## src/rtl/hfc_pkg.sv

```systemverilog
package hfc_pkg;
    typedef enum logic [1:0] {
        ST_TRACK  = 2'd0,
        ST_FREEZE = 2'd1,
        ST_RAMP   = 2'd2
    } hfc_state_e;
endpackage

```

## src/rtl/hfc_guard_line.sv

```systemverilog
module hfc_guard_line #(
    parameter int FW          = 16,
    parameter int GUARD_TICKS = 4
) (
    input  logic          clk_i,
    input  logic          rst_ni,
    input  logic          en_i,
    input  logic [FW-1:0] din_i,
    output logic          fire_o,
    output logic [FW-1:0] dout_o
);
    localparam int CW = $clog2(GUARD_TICKS + 1);
    localparam logic [CW-1:0] FULL = CW'(GUARD_TICKS);

    typedef struct packed {
        logic [GUARD_TICKS-1:0][FW-1:0] stage;
        logic [CW-1:0]                  fill;
    } line_t;

    line_t s_d, s_q;

    always_comb begin
        s_d = s_q;
        if (en_i) begin
            s_d.stage[0] = din_i;
            for (int i = 1; i < GUARD_TICKS; i++) begin
                s_d.stage[i] = s_q.stage[i-1];
            end
            if (s_q.fill != FULL) s_d.fill = s_q.fill + CW'(1);
        end
    end

    always_ff @(posedge clk_i or negedge rst_ni) begin
        if (!rst_ni) s_q <= '0;
        else         s_q <= s_d;
    end

    assign fire_o = en_i && (s_q.fill == FULL);
    assign dout_o = s_q.stage[GUARD_TICKS-1];


    fill_bound_chk: assert property (@(posedge clk_i) disable iff (!rst_ni)
        s_q.fill <= FULL);

    line_frozen_chk: assert property (@(posedge clk_i) disable iff (!rst_ni)
        !en_i |=> $stable(s_q));
endmodule

```

## src/rtl/hfc_block_avg.sv

```systemverilog
module hfc_block_avg #(
    parameter int FW       = 16,
    parameter int WIN_LOG2 = 3
) (
    input  logic          clk_i,
    input  logic          rst_ni,
    input  logic          en_i,
    input  logic [FW-1:0] din_i,
    output logic [FW-1:0] hist_o,
    output logic          hist_valid_o
);
    localparam int AW = FW + WIN_LOG2;
    localparam int CW = (WIN_LOG2 > 0) ? WIN_LOG2 : 1;
    localparam logic [CW-1:0] LAST = CW'((1 << WIN_LOG2) - 1);

    typedef struct packed {
        logic [AW-1:0] acc;
        logic [CW-1:0] cnt;
        logic [FW-1:0] hist;
        logic          hv;
    } avg_t;

    avg_t s_d, s_q;
    logic [AW-1:0] acc_sum;

    always_comb begin
        s_d     = s_q;
        acc_sum = s_q.acc + AW'(din_i);
        if (en_i) begin
            if (s_q.cnt == LAST) begin
                s_d.hist = FW'(acc_sum >> WIN_LOG2);
                s_d.hv   = 1'b1;
                s_d.acc  = '0;
                s_d.cnt  = '0;
            end else begin
                s_d.acc = acc_sum;
                s_d.cnt = s_q.cnt + CW'(1);
            end
        end
    end

    always_ff @(posedge clk_i or negedge rst_ni) begin
        if (!rst_ni) s_q <= '0;
        else         s_q <= s_d;
    end

    assign hist_o       = s_q.hist;
    assign hist_valid_o = s_q.hv;


    hist_frozen_chk: assert property (@(posedge clk_i) disable iff (!rst_ni)
        !en_i |=> ($stable(s_q.hist) && $stable(s_q.hv)));

    hv_sticky_chk: assert property (@(posedge clk_i) disable iff (!rst_ni)
        s_q.hv |=> s_q.hv);
endmodule

```

## src/rtl/hfc_ramp_step.sv

```systemverilog
module hfc_ramp_step #(
    parameter int FW        = 16,
    parameter int RAMP_STEP = 16
) (
    input  logic [FW-1:0] cur_i,
    input  logic [FW-1:0] tgt_i,
    output logic [FW-1:0] nxt_o
);
    localparam logic [FW-1:0] STEP_W = FW'(RAMP_STEP);

    logic [FW-1:0] gap;

    always_comb begin
        if (tgt_i > cur_i) begin
            gap   = tgt_i - cur_i;
            nxt_o = (gap > STEP_W) ? cur_i + STEP_W : tgt_i;
        end else begin
            gap   = cur_i - tgt_i;
            nxt_o = (gap > STEP_W) ? cur_i - STEP_W : tgt_i;
        end
    end
endmodule

```

## src/rtl/holdover_freq_ctrl.sv

```systemverilog
module holdover_freq_ctrl
    import hfc_pkg::*;
#(
    parameter int FW           = 16,
    parameter int WIN_LOG2     = 3,
    parameter int GUARD_TICKS  = 4,
    parameter int FREEZE_TICKS = 3,
    parameter int RAMP_STEP    = 16
) (
    input  logic          clk_i,
    input  logic          rst_ni,
    input  logic          tick_i,
    input  logic [FW-1:0] freq_i,
    input  logic          los_i,
    input  logic          in_valid_i,
    output logic [FW-1:0] freq_o,
    output logic          holdover_o,
    output logic          ramp_done_o,
    output logic          buildout_req_o
);
    localparam int CW = $clog2(FREEZE_TICKS + 1);
    localparam logic [CW-1:0] FRZ_LAST = CW'(FREEZE_TICKS - 1);
    localparam logic [FW-1:0] STEP_W   = FW'(RAMP_STEP);

    typedef struct packed {
        hfc_state_e    st;
        logic [FW-1:0] out;
        logic [FW-1:0] tgt;
        logic [CW-1:0] cnt;
        logic          bo;
    } ctrl_t;

    ctrl_t s_d, s_q;

    logic          rec_en, fire;
    logic [FW-1:0] delayed, hist;
    logic          hist_valid;
    logic [FW-1:0] ramp_nxt;
    logic          in_hold, leave;

    assign in_hold = (s_q.st != ST_TRACK);
    assign leave   = in_hold && !los_i && in_valid_i;
    assign rec_en  = tick_i && (s_q.st == ST_TRACK) && !los_i;

    hfc_guard_line #(.FW(FW), .GUARD_TICKS(GUARD_TICKS)) i_guard (
        .clk_i (clk_i), .rst_ni(rst_ni), .en_i(rec_en), .din_i(freq_i),
        .fire_o(fire), .dout_o(delayed)
    );

    hfc_block_avg #(.FW(FW), .WIN_LOG2(WIN_LOG2)) i_avg (
        .clk_i (clk_i), .rst_ni(rst_ni), .en_i(fire), .din_i(delayed),
        .hist_o(hist), .hist_valid_o(hist_valid)
    );

    hfc_ramp_step #(.FW(FW), .RAMP_STEP(RAMP_STEP)) i_step (
        .cur_i(s_q.out), .tgt_i(s_q.tgt), .nxt_o(ramp_nxt)
    );

    always_comb begin
        s_d    = s_q;
        s_d.bo = 1'b0;
        unique case (s_q.st)
            ST_TRACK: begin
                if (los_i) begin
                    s_d.st  = ST_FREEZE;
                    s_d.cnt = '0;
                    s_d.tgt = hist_valid ? hist : s_q.out;
                end else begin
                    s_d.out = freq_i;
                end
            end
            ST_FREEZE: begin
                if (tick_i) begin
                    if (s_q.cnt == FRZ_LAST) s_d.st = ST_RAMP;
                    else                     s_d.cnt = s_q.cnt + CW'(1);
                end
            end
            ST_RAMP: begin
                if (tick_i) s_d.out = ramp_nxt;
            end
            default: s_d.st = ST_TRACK;
        endcase
        if (leave) begin
            s_d.st  = ST_TRACK;
            s_d.out = freq_i;
            s_d.bo  = 1'b1;
        end
    end

    always_ff @(posedge clk_i or negedge rst_ni) begin
        if (!rst_ni) s_q <= '{st: ST_TRACK, out: '0, tgt: '0, cnt: '0, bo: 1'b0};
        else         s_q <= s_d;
    end

    assign freq_o         = s_q.out;
    assign holdover_o     = in_hold;
    assign ramp_done_o    = (s_q.st == ST_RAMP) && (s_q.out == s_q.tgt);
    assign buildout_req_o = s_q.bo;

    function automatic logic [FW-1:0] absdiff(input logic [FW-1:0] a, input logic [FW-1:0] b);
        return (a > b) ? a - b : b - a;
    endfunction


    los_entry_chk: assert property (@(posedge clk_i) disable iff (!rst_ni)
        (!in_hold && los_i) |=> holdover_o);

    freeze_hold_chk: assert property (@(posedge clk_i) disable iff (!rst_ni)
        (s_q.st == ST_FREEZE && !leave) |=> $stable(freq_o));

    step_bound_chk: assert property (@(posedge clk_i) disable iff (!rst_ni)
        (s_q.st == ST_RAMP && !leave) |=> absdiff(freq_o, $past(freq_o)) <= STEP_W);

    no_overshoot_chk: assert property (@(posedge clk_i) disable iff (!rst_ni)
        (s_q.st == ST_RAMP && !leave) |=>
            absdiff(freq_o, s_q.tgt) <= $past(absdiff(freq_o, s_q.tgt)));

    done_stays_chk: assert property (@(posedge clk_i) disable iff (!rst_ni)
        (ramp_done_o && !leave) |=> ramp_done_o);

    bo_pulse_chk: assert property (@(posedge clk_i) disable iff (!rst_ni)
        buildout_req_o |=> !buildout_req_o);

    exit_cond_chk: assert property (@(posedge clk_i) disable iff (!rst_ni)
        (in_hold && !(in_valid_i && !los_i)) |=> holdover_o);

    bo_after_hold_chk: assert property (@(posedge clk_i) disable iff (!rst_ni)
        $fell(holdover_o) |-> buildout_req_o);
endmodule

```

## config.mk

```make
export PLATFORM = sky130hd
export DESIGN_NAME = holdover_freq_ctrl
export DESIGN_NICKNAME = d
export VERILOG_FILES = /design/src/rtl/hfc_pkg.sv /design/src/rtl/hfc_guard_line.sv /design/src/rtl/hfc_block_avg.sv /design/src/rtl/hfc_ramp_step.sv /design/src/rtl/holdover_freq_ctrl.sv
export SDC_FILE = /design/constraint.sdc
export NUM_CORES = 1
export LEC_CHECK = 0
export ABC_AREA = 1
export BUFFER_PORTS_ARGS = -buffer_cell sky130_fd_sc_hd__buf_2
export CORE_AREA = 10 10 164 166
export DETAILED_ROUTE_END_ITERATION = 12
export DIE_AREA = 0 0 174 176
export PLACE_DENSITY_LB_ADDON = 0.25
export RECOVER_POWER = 50
export SLEW_MARGIN = 20
export SYNTH_ARGS = -nofsm -noshare
export SYNTH_HDL_FRONTEND = slang
export SYNTH_SLANG_ARGS = --single-unit
```

## constraint.sdc

```tcl
create_clock -name clk_i -period 4 [get_ports clk_i]
set_input_delay 0.2 -clock clk_i [delete_from_list [all_inputs] [get_ports clk_i]]
set_output_delay 0.2 -clock clk_i [all_outputs]
set_load 0.02 [all_outputs]
```

==> key figures <==
Placed design
  • GPL Wtd Cong: 0.889
  • Hpwl dp: 19.5 mm
  • PortBufs: 39
  • Placed cells: 1,688
  • Dpl ws: 621 ps

Routing
  • DRT Pass-1 Iters: 5
  • Drt wl/cell: 14.9 um
  • ANT nets after route: 0
  • Iteration-0 DRC Markers: 675
  • Vias per inst: 4.91
  • DRC viols: 0
  • WL final: 25.7 mm
  • Vias: 8,457

Global route
  • Number of global-route vias before repair: 8,180
  • Largest net degree at the start of global routing: 105
  • GRT Util Overall: 17.0%
  • First-pass GRT wire length: 42.5 mm
  • Total gr overflow: 0
  • Initial antenna violation count: 0

Power and ir drop
  • VDD IR max: 0.342 mV
  • Leak: 0.00562 uW
  • Pwr Total: 9600 uW
  • Pwr/cell area: 908 nW/um^2

Layout
  • Layout cells sized above 1: 8.38%
  • P&R area growth vs syn: 10.5%
  • Cell Count, Final, Fillers Out: 1,721
  • Fin nets: 1,461
  • N_diodes: 0

Synth
  • Synth warn: 0
  • Largest area contributor in the netlist: dfrtp_1
  • Syn Inst Count: 1,372
  • Post-synth top area share: 37.4%
  • Synth top area cells: dfrtp_1 (37%), nand2_1 (22%), ha_1 (7.1%)
  • Async SR Flop Fraction: 100%
  • Mapped Area: 9570 um^2
  • EDFF count, synth: 0
  • Seq/Total Area, Yosys: 37.4%
  • FF+latch count, synth: 143
  • Synth cell count leaders: nand2_1 (553), inv_1 (145), dfrtp_1 (143)
  • Post-synth top flop: dfrtp_1
  • Mapped Nets: 1,449
  • Yosys cell types: 41
  • Mean Syn Cell Area: 6.97 um^2
  • Most frequent cell after synthesis: nand2_1

Floorplan
  • Die X: 174 um
  • # IOs: 40
  • DIE AREA: 30,600 um^2
  • Site row count: 57
  • Chip height: 176 um
  • Core area: 23,800 um^2
  • Initial Util: 40.2%

Timing
  • Final Max Slew Viols: 105
  • RSZ-0062 raised after global routing: false
  • Crit path time final: 3410 ps
  • Setup slack after layout: 594 ps
  • Final setup TNS: 0 ps
  • Slew @ Worst Pin: 2630 ps
  • Fin crit share: 85.2%
  • Normalized max-slew margin: -75.6%
  • Skew final: 11.1 ps
  • Fmax achieved: 294 MHz
  • Setup violations, final: 0
  • Final Hold Viols: 0

CTS
  • Clock root cell: clkbuf_16
  • CTS tree: yes
  • Clk slew on worst S/H paths: 70 ps
  • Worst skew pair latency: 420 ps
  • Postcts setup bufs: 0
  • Clock H-tree levels: 4
  • Clock sinks: 143
  • Clock buffer depth: 2
  • TritonCTS Buffers: 17

Worst setup path
  • Worst path required time: 4310 ps
  • Crit end category: flip-flop
  • CP startpoint kind: flip-flop
  • Worst-path fanout max: 11
  • WS Path Type: flip-flop to flip-flop
  • WP data arrival: 3720 ps

Run status
  • Violated checks: max-capacitance violations, max-slew violations
  • Status: complete, but fails checks

Run
  • Max cap viols: 1

Min path
  • Hold Crit Class: primary input to flip-flop
[report_power, final]
group	internal [uW]	switching, uW	total [uW]
Combinational	1790	3670	5460
Sequential	2000	445	2440
Clock	1050	646	1700
[state kept, by name (all words and copies together) (netlist names)]
signal              cells
i_guard.s_q            51
i_avg.s_q              22
s_q                    20
freq_o                 16
i_avg.hist_o           16
i_guard.dout_o         16
buildout_req_o          1
i_avg.hist_valid_o      1
[cells in the final DEF, fill, tap and decap left out, types with 7 or more instances in the layout]
cell / synthesis / routed
nand3_1: 102 / 102
nor2_2: 8 / 8
nor2_4: 6 / 7
buf_2: 9 / 20
nand4_1: 16 / 16
nand2_2: 12 / 12
buf_4: 20 / 13
o211ai_1: 18 / 18
xor2_1: 27 / 27
o21ai_0: 66 / 66
dfrtp_1: 143 / 143
nor2_1: 48 / 47
a21oi_1: 48 / 48
inv_1: 145 / 144
clkbuf_16: 0 / 17
clkbuf_1: 30 / 18
ha_1: 54 / 54
nor3_1: 7 / 7
inv_2: 13 / 14
nand2_1: 553 / 553
[cells by family after synthesis]
logic type | count (synthesis) | share of synthesized area [%]
xor+xnor | 32 | 2.93
flops | 143 | 37.4
simple gates | 765 | 33.4
compound gates | 154 | 9.00
buf+inv | 222 | 9.78
fa+ha+maj | 56 | 7.48
[worst max-delay path, stage by stage, from the launching register on]
cell,delay [ps]
dfrtp_1,490
clkinv_1,290
ha_1,520
nand2_2,150
nor2_4,160
inv_2,70
nor2_4,90
nand2_1,100
nand3_1,80
nand2_1,50
nand2_1,90
nand4_2,80
nor2_2,160
buf_4,220
nand2_1,300
nand2_1,150
nand2_1,50
nand2_1,50
nand3_1,60
nand2_1,70
nand2_1,50
[cell type report]
| type | instances | area, um^2 |
|---|---|---|
| well taps | 324 | 405 |
| inverters | 160 | 601 |
| flip-flops and latches | 143 | 3580 |
| multi-input cells | 1007 | 5060 |
| clock buffers | 17 | 425 |
| repair buffers | 55 | 290 |
| clock inverters | 15 | 209 |
| fillers | 2527 | 13300 |
[layer usage]
| layer | global-route usage [%] | part of all wire, % | vias to the layer above |
|---|---|---|---|
| met1 | 22.8 | 48 | 3935 |
| met4 | 5.95 | 2.0 | 0 |
| met5 | 0 | 0 | - |
| met3 | 2.46 | 2.9 | 32 |
| li1 | - | - | 4339 |
| met2 | 27.6 | 47 | 151 |
[final timing paths]
kind                                       startpoint                           to  slack (ps)  cells past startpoint
setup reg to reg                freq_o[7]$_DFFE_PN0P_       freq_o[13]$_DFFE_PN0P_         590                     20
hold reg to reg            i_guard.s_q[6]$_DFFE_PN0P_   i_guard.s_q[6]$_DFFE_PN0P_         470                      2
max in group asynchronous                      rst_ni  i_guard.s_q[42]$_DFFE_PN0P_        1160                      3
min in group asynchronous                      rst_ni          s_q[14]$_DFFE_PN0P_        1160                      2
hold / removal                              freq_i[3]   i_guard.s_q[6]$_DFFE_PN0P_          60                      3
setup / recovery                freq_o[7]$_DFFE_PN0P_       freq_o[13]$_DFFE_PN0P_         590                     20
[metrics by stage]
step	instance area, um^2	hold WS, ps	utilization (%)
2_1_floorplan	9570	-95.6	-
3_3_place_gp	9960	404	41.8
3_5_place_dp	9960	405	41.8
4_1_cts	10600	35.5	44.5
5_1_grt	10600	60.8	44.4
6_report	10600	62.6	44.4
[timing repair]
action / in CTS / in global routing
endpoints found under the hold margin: 102 / 0
resized for setup: 0 / 0
hold buffers: 1 / 0
No activity file was read; power rests on OpenSTA's default activity.
